$ cat config.mk
export PLATFORM = sky130hd
export DESIGN_NAME = ticket_lock_unit
export DESIGN_NICKNAME = d
export VERILOG_FILES = /design/src/rtl/ticket_lock_pkg.sv /design/src/rtl/ticket_lock_ctrl.sv /design/src/rtl/ticket_lock_datapath.sv /design/src/rtl/ticket_lock_unit.sv
export SDC_FILE = /design/constraint.sdc
export NUM_CORES = 1
export LEC_CHECK = 0
export BUFFER_PORTS_ARGS = -buffer_cell sky130_fd_sc_hd__buf_2
export CAP_MARGIN = 20
export CORE_ASPECT_RATIO = 1.25
export CORE_MARGIN = 8
export CORE_UTILIZATION = 55
export CTS_CLUSTER_DIAMETER = 30
export DETAILED_ROUTE_END_ITERATION = 7
export MAX_ROUTING_LAYER = met4
export PLACE_DENSITY = 0.8
export REMOVE_ABC_BUFFERS = 1
export SYNTH_ARGS = -nofsm -noshare
export SYNTH_HDL_FRONTEND = slang
export SYNTH_HIERARCHICAL = 1
export SYNTH_SLANG_ARGS = --single-unit
export TNS_END_PERCENT = 100
$ cat constraint.sdc
create_clock -name clk -period 6.8 [get_ports clk]
set_clock_uncertainty 0.15 [all_clocks]
set_input_delay 0.34 -clock clk [delete_from_list [all_inputs] [get_ports clk]]
set_output_delay 0.34 -clock clk [all_outputs]
set_load 0.01 [all_outputs]
$ cat src/rtl/ticket_lock_pkg.sv
package ticket_lock_pkg;
  typedef struct packed {
    logic advanceServe;  // holder released: bump serving counter
    logic flagErr;       // some non-holder tried to release
  } lock_strobe_t;
endpackage

$ cat src/rtl/ticket_lock_ctrl.sv
module ticket_lock_ctrl
  import ticket_lock_pkg::*;
#(
  parameter int NUM_PORTS = 4
) (
  input  logic [NUM_PORTS-1:0] acqReq,
  input  logic [NUM_PORTS-1:0] relReq,
  input  logic [NUM_PORTS-1:0] holdMask,
  input  logic [NUM_PORTS-1:0] grantMask,
  output logic [NUM_PORTS-1:0] issueMask,
  output logic [NUM_PORTS-1:0] dropMask,
  output lock_strobe_t         strobe
);
  // a port already holding a ticket cannot take a second one
  assign issueMask = acqReq & ~holdMask;
  // only the granted port may give the lock back
  assign dropMask  = relReq & grantMask;

  always_comb begin
    strobe              = '0;
    strobe.advanceServe = |dropMask;
    strobe.flagErr      = |(relReq & ~grantMask);
  end
endmodule

$ cat src/rtl/ticket_lock_datapath.sv
module ticket_lock_datapath
  import ticket_lock_pkg::*;
#(
  parameter int NUM_PORTS = 4,
  parameter int TICKET_W  = 4
) (
  input  logic                          clk,
  input  logic                          rst_n,
  input  logic [NUM_PORTS-1:0]          issueMask,
  input  logic [NUM_PORTS-1:0]          dropMask,
  input  lock_strobe_t                  strobe,
  output logic [NUM_PORTS-1:0]          holdMask,
  output logic [NUM_PORTS-1:0]          grantMask,
  output logic [NUM_PORTS*TICKET_W-1:0] ticketFlat,
  output logic                          relErr
);
  localparam logic [TICKET_W-1:0] TICKET_ONE = TICKET_W'(1);

  logic [TICKET_W-1:0] nextTicket;
  logic [TICKET_W-1:0] nowServing;
  logic [TICKET_W-1:0] ticketReg [NUM_PORTS];
  logic [TICKET_W-1:0] offerTicket [NUM_PORTS];
  logic [TICKET_W-1:0] issuedTotal;

  // tickets for same-cycle requests follow port index order
  always_comb begin
    logic [TICKET_W-1:0] run;
    run = '0;
    for (int p = 0; p < NUM_PORTS; p++) begin
      offerTicket[p] = nextTicket + run;
      if (issueMask[p]) run = run + TICKET_ONE;
    end
    issuedTotal = run;
  end

  always_ff @(posedge clk) begin
    if (!rst_n) begin
      nextTicket <= '0;
      nowServing <= '0;
      holdMask   <= '0;
      relErr     <= 1'b0;
      for (int p = 0; p < NUM_PORTS; p++) ticketReg[p] <= '0;
    end else begin
      nextTicket <= nextTicket + issuedTotal;
      if (strobe.advanceServe) nowServing <= nowServing + TICKET_ONE;
      holdMask <= (holdMask & ~dropMask) | issueMask;
      relErr   <= strobe.flagErr;
      for (int p = 0; p < NUM_PORTS; p++)
        if (issueMask[p]) ticketReg[p] <= offerTicket[p];
    end
  end

  for (genvar g = 0; g < NUM_PORTS; g++) begin : g_port
    assign grantMask[g] = holdMask[g] && (ticketReg[g] == nowServing);
    assign ticketFlat[g*TICKET_W +: TICKET_W] = ticketReg[g];
  end
endmodule

$ cat src/rtl/ticket_lock_unit.sv
module ticket_lock_unit
  import ticket_lock_pkg::*;
#(
  parameter int NUM_PORTS = 4,
  parameter int TICKET_W  = 4
) (
  input  logic                          clk,
  input  logic                          rst_n,
  input  logic [NUM_PORTS-1:0]          acqReq,
  input  logic [NUM_PORTS-1:0]          relReq,
  output logic [NUM_PORTS*TICKET_W-1:0] ticketOut,
  output logic [NUM_PORTS-1:0]          ticketValid,
  output logic [NUM_PORTS-1:0]          granted,
  output logic                          relErr
);
  // every port can hold one ticket, so the ticket space must cover all ports
  if (NUM_PORTS > (1 << TICKET_W)) begin : g_bad_width
    $error("ticket width too small for port count");
  end

  logic [NUM_PORTS-1:0] issueMask;
  logic [NUM_PORTS-1:0] dropMask;
  lock_strobe_t         strobe;

  ticket_lock_ctrl #(.NUM_PORTS(NUM_PORTS)) u_ctrl (
    .acqReq   (acqReq),
    .relReq   (relReq),
    .holdMask (ticketValid),
    .grantMask(granted),
    .issueMask(issueMask),
    .dropMask (dropMask),
    .strobe   (strobe)
  );

  ticket_lock_datapath #(.NUM_PORTS(NUM_PORTS), .TICKET_W(TICKET_W)) u_dp (
    .clk       (clk),
    .rst_n     (rst_n),
    .issueMask (issueMask),
    .dropMask  (dropMask),
    .strobe    (strobe),
    .holdMask  (ticketValid),
    .grantMask (granted),
    .ticketFlat(ticketOut),
    .relErr    (relErr)
  );
endmodule

======== Word level (Yosys, flattened, before mapping) ========
Memory sizes are Yosys's and may differ from the RTL's.
Index checks and enable logic that the tools add are counted.
storage, ports and cells
  RAM bits ................................ 16
  memories ................................ 1
  word-level logic and storage cells ...... 56
  output and inout bits ................... 25
  input bits .............................. 10
  register bits ........................... 13
cells by class
  mux-type cells .......................... 21
  reductions and logical operators ........ 6
  bitwise gates (word level) .............. 12
  equality and inequality tests ........... 4
  $add $sub $neg .......................... 8
memories
  memory          words  bits a word  read ports  clocked after Yosys merged registers in  write ports  line                        RTL
  u_dp.ticketReg  4      4            4           0                                        4            ticket_lock_datapath.sv:21  logic [TICKET_W-1:0] ticketReg [NUM_PORTS];
operators with widths
  operator             number
  $mux 4               7
  $and 4x4->4          4
  $eq 4x4->1           4
  $mux 1               14
  $add 4x1->4 const B  3
  $add 4x4->4          3
  $not 4->4            3
  $reduce_or 4->1      2
  $add 4x1->4          1
  $logic_and 1x1->1    4
  $or 1x1->1           4
  $or 4x4->4           1
  $add 1x1->2 const B  1

======== Longest topological paths before layout ========
  depth in word-level cells ............... 10
  gate-level depth with buffers ........... 10
  depth with buffers taken out ............ 10

======== Cells and area by module ========
The synthesis kept the hierarchy.
modules (own cells, without submodules)
  module                sequential area each (µm²)  instances  area an instance (µm²)  cells each
  ticket_lock_datapath  740.7                       1          1681.6                  156
  ticket_lock_ctrl      0.0                         1          97.6                    14

======== Worst setup path after synthesis ========
OpenSTA, ideal clock, no wires.
  kind .................................... flip-flop to flip-flop
  start point ............................. register u_dp.holdMask[0]
  end point ............................... register u_dp.nextTicket[3]
  arrival ................................. 2.591 ns
  clock period less this slack ............ 2.812 ns
  slack ................................... 3.988 ns
  setup time .............................. 0.072 ns
  cell stages (with the launch flop) ...... 11
  required time ........................... 6.578 ns
  buffers on the path ..................... 0
  cells stage by stage .................... dfxtp_1 > nor2b_1 > inv_1 > ha_1 > xor2_1 > ha_1 > mux2_2 > ha_1 > a21o_1 > a21oi_1 > mux2i_1
between the ends
  word-level cells in the longest chain between the ends .. 10
ends and longest elaborated chain
  item                      line                        RTL
  start: declaration        ticket_lock_datapath.sv:12  output logic [NUM_PORTS-1:0] holdMask,
  start signal: assignment  ticket_lock_datapath.sv:46  holdMask <= (holdMask & ~dropMask) | issueMask;
  $not 4->4 *               ticket_lock_ctrl.sv:15      assign issueMask = acqReq & ~holdMask;
  $and 4x4->4 *             ticket_lock_ctrl.sv:15
  net issueMask[0]          ticket_lock_unit.sv:21      logic [NUM_PORTS-1:0] issueMask;
  $mux 1 *                  ticket_lock_datapath.sv:31  if (issueMask[p]) run = run + TICKET_ONE;
  $add 1x1->2               ticket_lock_datapath.sv:31
  $mux 4 *                  ticket_lock_datapath.sv:31
  $add 4x1->4               ticket_lock_datapath.sv:31
  $mux 4 *                  ticket_lock_datapath.sv:31
  $add 4x1->4               ticket_lock_datapath.sv:31
  $mux 4 *                  ticket_lock_datapath.sv:31
  $add 4x4->4 *             ticket_lock_datapath.sv:44  nextTicket <= nextTicket + issuedTotal;
  end signal: assignment    ticket_lock_datapath.sv:44
  end: declaration          ticket_lock_datapath.sv:19  logic [TICKET_W-1:0] nextTicket;
The timed path passes the listed nets; every way through them passes the cells marked *.
A chain may end at the register's enable or synchronous reset.

======== Worst setup path in the final report ========
Ends and elaborated chain as after synthesis.

==> flow_summary.json <==
{
  "ys_seq_elements": 29,
  "antenna_found_initial": 0,
  "drive_gt1_frac": 0.227,
  "grt_overflow": 0,
  "place_congestion": 0.884,
  "first_pass_iters": 4,
  "crit_path_max_incr_delay_ns": 0.40,
  "layout.nets": 229,
  "wl_per_cell_um": 15.6,
  "max_freq_mhz": 328,
  "die_width_um": 66.9,
  "p_leak_nw": 1.01,
  "synth_area_leaders": "edfxtp_1, dfxtp_1, ha_1, xor2_1, xnor2_1",
  "layout_common_cells": "buf_2, xor2_1, edfxtp_1",
  "relSlewSlack": 0.529,
  "grt_pass1_wl_mm": 6.34,
  "drt-total-wl_mm": 3.74,
  "worstPathArrival_ns": 3.10,
  "core_region_area_sq_um": 3140,
  "pwr_density_cell_nw_per_um2": 277,
  "final_util": 0.650,
  "start_util": 0.567,
  "startpoint_type": "flop",
  "min_path_type": "in2reg",
  "status": "finished clean",
  "final_common_cell": "buf_2",
  "async_reset_ff_frac": 0,
  "grt_max_degree": 32,
  "diodes": 0,
  "syn_area_sq_um": 1780,
  "via_per_inst": 5.33,
  "dp_slack_ns": 3.66,
  "ir_drop_v": 0.000194,
  "cts_buffer_depth": 2,
  "hold_viol": 0,
  "synth_cell_type_count": 34,
  "critical_path.max_fanout": 7,
  "path_common_cell": "ha_1",
  "die_y_um": 79.6,
  "dieArea_sq_um": 5320,
  "num_vias": 1279,
  "dp_hpwl_mm": 2.90,
  "cts.sinks": 29,
  "yosys.area.top_type_share": 0.270,
  "drtIter0Drc": 54,
  "root_buffer": "clkbuf_8",
  "finalCritPeriodShare": 0.448,
  "grt_pass1_vias": 1313,
  "ys.flop_type": "edfxtp_1",
  "cts_resized": 0,
  "cts_tree": "built",
  "crit_required_ns": 6.86,
  "worstSkewPairLatency_ns": 0.28,
  "io_buffers": 34,
  "numCtsBuffers": 5,
  "drc_errors": 0,
  "post_cts_buffers": 0,
  "rsz0062_at_grt": "no",
  "setup_tns_ns": 0,
  "cts_max_level": 2,
  "grt_usage": 0.161,
  "synth_area_per_cell_sq_um": 10.5,
  "cap_violations": 0,
  "cts_hold_buf": 0,
  "worst_pin_slew_ns": 0.705,
  "core.rowCount": 23,
  "critPathKind": "reg2reg",
  "slew_violations": 0,
  "path_cells": "nor2b_1 > ha_1 > inv_1 > mux2i_1 > ha_1 > mux2_2 > ha_1 > a21o_1 > a21oi_1 > mux2i_1",
  "cp-end-kind": "flop",
  "clk_pin_slew_ns": 0.06,
  "synth-edff-count": 16,
  "fin_crit_ns": 3.04,
  "synth_largest_area_cell": "edfxtp_1",
  "fin_ws_ns": 3.76,
  "seq_area_frac_synth": 0.416,
  "ant_nets": 0,
  "yosys_warnings": 6,
  "critPathSlowestCell": "mux2i_1",
  "finalSetupViolations": 0,
  "total_power_uw": 564,
  "areaGrowthSynthToFinish_pct": 14.6,
  "num_io_pins": 35,
  "syn_inst": 170
}
==> metrics by stage <==
| stage | std cells | hold slack [ns] | area, sq um |
|---|---|---|---|
| 2_1_floorplan | 161 | 0.308 | 1740 |
| 5_1_grt | 240 | 0.306 | 2040 |
| 4_1_cts | 240 | 0.293 | 2040 |
| 3_3_place_gp | 232 | 0.367 | 1960 |
| 3_5_place_dp | 232 | 0.365 | 1960 |
| 6_report | 240 | 0.299 | 2040 |
==> state kept, by name, summed over array words and instances, names as in the netlist <==
name / count
u_dp/nowServing: 4
u_dp/holdMask: 4
u_dp/relErr: 1
u_dp/ticketReg: 16
u_dp/nextTicket: 4
==> layer usage <==
| layer | track usage | part of all wire | up-vias |
|---|---|---|---|
| met3 | 0.0435 | 0.068 | 10 |
| li1 | - | - | 643 |
| met5 | - | 0 | - |
| met4 | 0.0818 | 0.024 | 0 |
| met2 | 0.268 | 0.52 | 30 |
| met1 | 0.168 | 0.39 | 596 |
==> layout make-up <==
| cell class | count | area (sq um) |
|---|---|---|
| clock inverters | 2 | 10.0 |
| flip-flops and latches | 29 | 741 |
| repair buffers | 34 | 170 |
| well taps | 37 | 46.3 |
| fillers | 260 | 1100 |
| inverters | 7 | 26.3 |
| clock buffers | 6 | 72.6 |
| multi-input cells | 125 | 972 |
==> logic make-up after synthesis <==
logic type,share of synthesized area
multiplexers,0.0288
adder cells (fa/ha/maj),0.132
flip-flops,0.416
XOR/XNOR,0.133
buffers and inverters,0.0373
AND/OR/NAND/NOR,0.208
AO/OA/AOI/OAI,0.0443
==> power breakdown <==
part / total [mW] / internal, mW / switching (mW)
Sequential: 0.255 / 0.215 / 0.0396
Combinational: 0.174 / 0.0865 / 0.0872
Clock: 0.136 / 0.0707 / 0.0650
Total: 0.564 / 0.372 / 0.192
==> cell usage after synthesis, types with 2 or more instances <==
cell	n
and3_1	10
nand2b_1	6
fa_1	3
xor2_1	16
buf_2	5
a21boi_0	3
edfxtp_1	16
o21a_1	2
nor4_1	4
nor2_1	4
and2_1	9
nand2_1	12
ha_1	14
dfxtp_1	13
nand3_1	2
or2b_1	2
nor2b_1	8
mux2i_1	4
inv_1	6
clkbuf_1	4
xnor2_1	11
a21oi_1	4
==> path summary, 6_finish.rpt <==
kind,from,to,slack [ns],depth (start not counted)
worst max-delay path,u_dp/holdMask[0],u_dp/nextTicket[3],3.76,10
worst min-delay path,relReq[1],u_dp/relErr,0.30,4
worst max register to register,u_dp/holdMask[0],u_dp/nextTicket[3],3.76,10
worst min register to register,u_dp/holdMask[1],u_dp/holdMask[1],0.38,2
==> critical path, delay by kind of cell, from the launching register on <==
kind / cells / cell delay [ns]
AOI/OAI and AO/OA: 2 / 0.33
adders and majority gates: 3 / 0.91
buffers and inverters: 1 / 0.06
DFF: 1 / 0.34
muxes: 3 / 0.87
and+or+nand+nor: 1 / 0.31
Power figures use the tool's default switching activity.
